$ cat config.mk
export PLATFORM = sky130hd
export DESIGN_NAME = skew_polarity_cell
export DESIGN_NICKNAME = d
export VERILOG_FILES = /design/src/rtl/skew_cell_pkg.sv /design/src/rtl/phase_window_decode.sv /design/src/rtl/first_arrival_capture.sv /design/src/rtl/deadline_resolver.sv /design/src/rtl/skew_polarity_cell.sv
export SDC_FILE = /design/constraint.sdc
export NUM_CORES = 1
export LEC_CHECK = 0
export BUFFER_PORTS_ARGS = -buffer_cell sky130_fd_sc_hd__buf_2
export CORE_AREA = 2 2 39 41
export DETAILED_ROUTE_END_ITERATION = 6
export DIE_AREA = 0 0 41 43
export REMOVE_ABC_BUFFERS = 1
export SYNTH_ARGS = -nofsm -noshare
export SYNTH_HDL_FRONTEND = slang
export SYNTH_SLANG_ARGS = --single-unit
$ cat constraint.sdc
create_clock -name clk -period 1.3 [get_ports clk]
set_input_delay 0.26 -clock clk [delete_from_list [all_inputs] [get_ports clk]]
set_output_delay 0.26 -clock clk [all_outputs]
set_load 0.05 [all_outputs]
$ cat src/rtl/skew_cell_pkg.sv
package skew_cell_pkg;
  // Phase index reached by stepping `delta` phases from `base`, wrapped.
  function automatic int wrap_phase(input int base, input int delta, input int n);
    int r;
    r = (base + delta) % n;
    if (r < 0) r = r + n;
    return r;
  endfunction

  // Output pair from the capture state and the forced flag.
  function automatic logic [1:0] lead_pair(input logic cap_chan, input logic cap_ref,
                                           input logic forced);
    // [1] = channel leads, [0] = reference leads
    return {cap_chan & ~forced, cap_ref | forced};
  endfunction
endpackage

$ cat src/rtl/phase_window_decode.sv
module phase_window_decode #(
  parameter int NUM_PHASES = 4,
  parameter int ARM_PH     = 0,
  parameter int DL_PH      = 2
) (
  input  logic                  clk,
  input  logic                  rst_n,
  input  logic [NUM_PHASES-1:0] phase_i,
  output logic                  arm_o,
  output logic                  dl_rise_o
);
  logic dl_prev_q;

  always_ff @(posedge clk) begin
    if (!rst_n) dl_prev_q <= 1'b0;
    else        dl_prev_q <= phase_i[DL_PH];
  end

  assign arm_o     = phase_i[ARM_PH];
  assign dl_rise_o = phase_i[DL_PH] & ~dl_prev_q & ~phase_i[ARM_PH];
endmodule

$ cat src/rtl/first_arrival_capture.sv
module first_arrival_capture (
  input  logic clk,
  input  logic rst_n,
  input  logic arm_i,
  input  logic window_open_i,
  input  logic chan_evt_i,
  input  logic ref_evt_i,
  output logic cap_chan_o,
  output logic cap_ref_o
);
  logic undecided;
  logic take_chan, take_ref;

  assign undecided = ~cap_chan_o & ~cap_ref_o;
  // A tie leaves both unset; the deadline resolves it.
  assign take_chan = window_open_i & undecided & chan_evt_i & ~ref_evt_i;
  assign take_ref  = window_open_i & undecided & ref_evt_i & ~chan_evt_i;

  always_ff @(posedge clk) begin
    if (!rst_n || arm_i) begin
      cap_chan_o <= 1'b0;
      cap_ref_o  <= 1'b0;
    end else begin
      if (take_chan) cap_chan_o <= 1'b1;
      if (take_ref)  cap_ref_o  <= 1'b1;
    end
  end
endmodule

$ cat src/rtl/deadline_resolver.sv
module deadline_resolver (
  input  logic clk,
  input  logic rst_n,
  input  logic arm_i,
  input  logic dl_rise_i,
  input  logic decided_i,
  output logic closed_o,
  output logic forced_o,
  output logic valid_o
);
  always_ff @(posedge clk) begin
    if (!rst_n) begin
      closed_o <= 1'b0;
      forced_o <= 1'b0;
      valid_o  <= 1'b0;
    end else if (arm_i) begin
      closed_o <= 1'b0;
      forced_o <= 1'b0;
      valid_o  <= 1'b0;
    end else begin
      valid_o <= dl_rise_i;
      if (dl_rise_i) begin
        closed_o <= 1'b1;
        if (!decided_i) forced_o <= 1'b1;
      end
    end
  end
endmodule

$ cat src/rtl/skew_polarity_cell.sv
module skew_polarity_cell
  import skew_cell_pkg::*;
#(
  parameter int NUM_PHASES = 4,
  parameter int CHAN_IDX   = 1,
  parameter int ARM_BACK   = 1,
  parameter int DL_AHEAD   = 1
) (
  input  logic                  clk,
  input  logic                  rst_n,
  input  logic [NUM_PHASES-1:0] phase_i,
  input  logic                  chan_evt_i,
  input  logic                  ref_evt_i,
  output logic                  ch_lead_o,
  output logic                  ref_lead_o,
  output logic                  forced_o,
  output logic                  dec_valid_o
);
  localparam int ARM_PH = wrap_phase(CHAN_IDX, -ARM_BACK, NUM_PHASES);
  localparam int DL_PH  = wrap_phase(CHAN_IDX, DL_AHEAD, NUM_PHASES);

  logic arm_w, dl_rise_w, window_open_w, closed_w;
  logic cap_chan_w, cap_ref_w, forced_w;
  logic [1:0] pair_w;

  phase_window_decode #(
    .NUM_PHASES(NUM_PHASES), .ARM_PH(ARM_PH), .DL_PH(DL_PH)
  ) u_dec (
    .clk(clk), .rst_n(rst_n), .phase_i(phase_i),
    .arm_o(arm_w), .dl_rise_o(dl_rise_w)
  );

  assign window_open_w = ~arm_w & ~closed_w & ~dl_rise_w;

  first_arrival_capture u_cap (
    .clk(clk), .rst_n(rst_n), .arm_i(arm_w), .window_open_i(window_open_w),
    .chan_evt_i(chan_evt_i), .ref_evt_i(ref_evt_i),
    .cap_chan_o(cap_chan_w), .cap_ref_o(cap_ref_w)
  );

  deadline_resolver u_res (
    .clk(clk), .rst_n(rst_n), .arm_i(arm_w), .dl_rise_i(dl_rise_w),
    .decided_i(cap_chan_w | cap_ref_w),
    .closed_o(closed_w), .forced_o(forced_w), .valid_o(dec_valid_o)
  );

  assign pair_w     = lead_pair(cap_chan_w, cap_ref_w, forced_w);
  assign ch_lead_o  = pair_w[1];
  assign ref_lead_o = pair_w[0];
  assign forced_o   = forced_w;
endmodule

==> impl_metrics.yaml <==
drt:
  drt_first_iter_violations: 2
  viasPerCell: 4.15
  routedWlPerCell_um: 8.89
  antenna_left: 0
  drt_wl_total_um: 471
  drc: 0
  vias: 220
  dr.pass1.iters: 4
timing:
  finClkSkew_ps: 2.74
  max-slew-margin-rel: 0.823
  rsz0062_at_grt: "false"
  slew_violations: 0
  finalSetupViolCount: 0
  worst_slew_pin_slew_ps: 263
  fin_crit_ps: 1220
  finalHoldViolCount: 0
  post-route-period-util: 0.942
  holdWs_ps: 225
  fin_setup_tns_ps: 0
  timing.fmax_mhz: 816
worst_setup_path:
  worstSetupEndpointType: "output port"
  cp_max_fo: 3
  cp-start-kind: "register"
  arrival_ps: 960
  critPathKind: "reg2out"
  crit_required_ps: 1040
floorplanning:
  io_pins: 12
  die_area_mm2: 0.00176
  rows: 14
  die_w_um: 41
  core_area_mm2: 0.00138
  die_h_um: 43
  initial_core_util: 0.185
final_layout:
  area_growth_pct: 35.1
  num_antenna_cells: 0
  nFillCells: 152
  drive_gt1_frac: 0.405
  final_cell_mix: "buf_2 (8), dfxtp_1 (6), clkbuf_4 (4)"
  seqCellArea_um2: 120
  post_layout_nonfiller_instances: 53
  final_common_cell: "buf_2"
  final_core_util: 0.250
  layout.nets: 47
  multiInputGateArea_um2: 125
clocking:
  cts_root_buf: "clkbuf_4"
  cts_hold_buf: 0
  clk_pin_slew_ps: 40
  cts_buffers: 3
  clk_latency_ps: 240
  htree_levels: 1
  numClockSinks: 6
  cts_tree: "done"
  cts_buffer_depth: 2
synthesis:
  synth-simple-area-share: 0.351
  synthesis.area_um2: 256
  yosysSeqAreaShare: 0.468
  synth_top_area_frac: 0.468
  ys_types: 16
  synthMuxAreaShare: 0
  synth_compound_area_frac: 0.137
  syn_inst: 25
  yosys_warnings: 0
  synth-seq-cells: 6
  synthXorXnorAreaFrac: 0
  synth_area_leaders: "dfxtp_1 (47%), or4b_1 (7.8%), o32ai_2 (6.3%), inv_1 (4.4%), nand4bb_1 (4.4%)"
  syn_area_per_cell_um2: 10.3
  synth-adder-area-share: 0
  yosysTopAreaCell: "dfxtp_1"
  synth_top_family_by_area: "simple AND/OR/NAND/NOR gates"
job:
  maxCapViolCount: 0
run_status:
  status: "finished clean"
grt:
  grt_overflow: 0
  grt_antenna_before_repair: 0
  grt.total_usage: 0.0683
  grt_max_degree: 6
  grt_pass1_wl_um: 786
  grt_pass1_vias: 219
hold_path:
  min_path_type: "in2reg"
power_and_ir_drop:
  peakVddDrop_v: 0.000333
  power_density_mw_per_mm2: 1230
  leakage_uw: 0.000154
  fin_total_pwr_uw: 425
placement:
  gp_congestion: 0.670
  dp_hpwl_um: 371
  portBuffers: 9
  post-place-cells: 50
-- kinds of logic (layout without fill, tap and decap cells) --
family | after synthesis | count (layout)
and+or+nand+nor | 12 | 12
DFF | 6 | 6
AOI/OAI and AO/OA | 4 | 4
buffers and inverters | 3 | 15
-- Yosys cell counts --
| cell type | count |
|---|---|
| o32ai_2 | 1 |
| inv_1 | 3 |
| or2b_1 | 1 |
| or2b_2 | 1 |
| nand2_1 | 1 |
| nor2b_1 | 1 |
| and2_1 | 1 |
| and2b_2 | 1 |
| o41ai_1 | 1 |
| nor2_1 | 1 |
| a21oi_1 | 2 |
| nand3b_1 | 1 |
| nand4bb_1 | 1 |
| nand2b_1 | 1 |
| dfxtp_1 | 6 |
| or4b_1 | 2 |
-- final cells by class --
cell class | count | share of cell area
well taps | 16 | 0.0578
repair buffers | 9 | 0.137
multi-input cells | 16 | 0.361
flip-flops and latches | 6 | 0.347
clock buffers | 3 | 0.0650
inverters | 3 | 0.0325
-- critical path, cell delays in order (launching register included) --
cell	delay (ps)
dfxtp_1	340
inv_1	70
nand2_1	60
buf_2	250
-- metrics by stage --
stage | setup WS, ps | area, um^2
2_1_floorplan | -199 | 256
3_3_place_gp | 133 | 322
3_5_place_dp | 112 | 322
4_1_cts | 43.1 | 344
5_1_grt | 12.8 | 347
6_report | 75.2 | 347
-- where the power goes --
part / internal (uW) / leakage (uW) / switching, uW
clock network: 104 / 0.0000138 / 62.8
logic: 23.6 / 0.0000912 / 38.0
registers: 192 / 0.0000491 / 4.41
-- final timing paths --
path | from | end | slack (ps) | cells past startpoint
setup / recovery | u_cap.cap_ref_o | ref_lead_o | 80 | 3
hold / removal | ref_evt_i | u_cap.cap_chan_o | 220 | 2
setup reg to reg | u_res.closed_o | u_cap.cap_ref_o | 160 | 2
hold reg to reg | u_res.closed_o | u_res.closed_o | 470 | 2
-- state kept, by name, indices dropped and copies added, names as in the netlist --
| register | count |
|---|---|
| u_cap.cap_ref_o | 1 |
| u_res.forced_o | 1 |
| u_res.valid_o | 1 |
| u_cap.cap_chan_o | 1 |
| u_dec.dl_prev_q | 1 |
| u_res.closed_o | 1 |
-- layer usage --
layer  share of wire  global-route usage  wire (um)  vias up
met3           0.091              0.0314         43        2
met4           0.021              0.0600         10        0
met2            0.42              0.0938        196       13
li1                -                   -          -      114
met5               0                   0          0        -
met1            0.47              0.0740        220       91
-- what timing repair did --
action | CTS | global route
endpoints found under the setup margin | 0 | 1
gates resized for setup | 0 | 1
setup buffers | 0 | 0
Note: power is estimated with default switching activity, not from simulation.
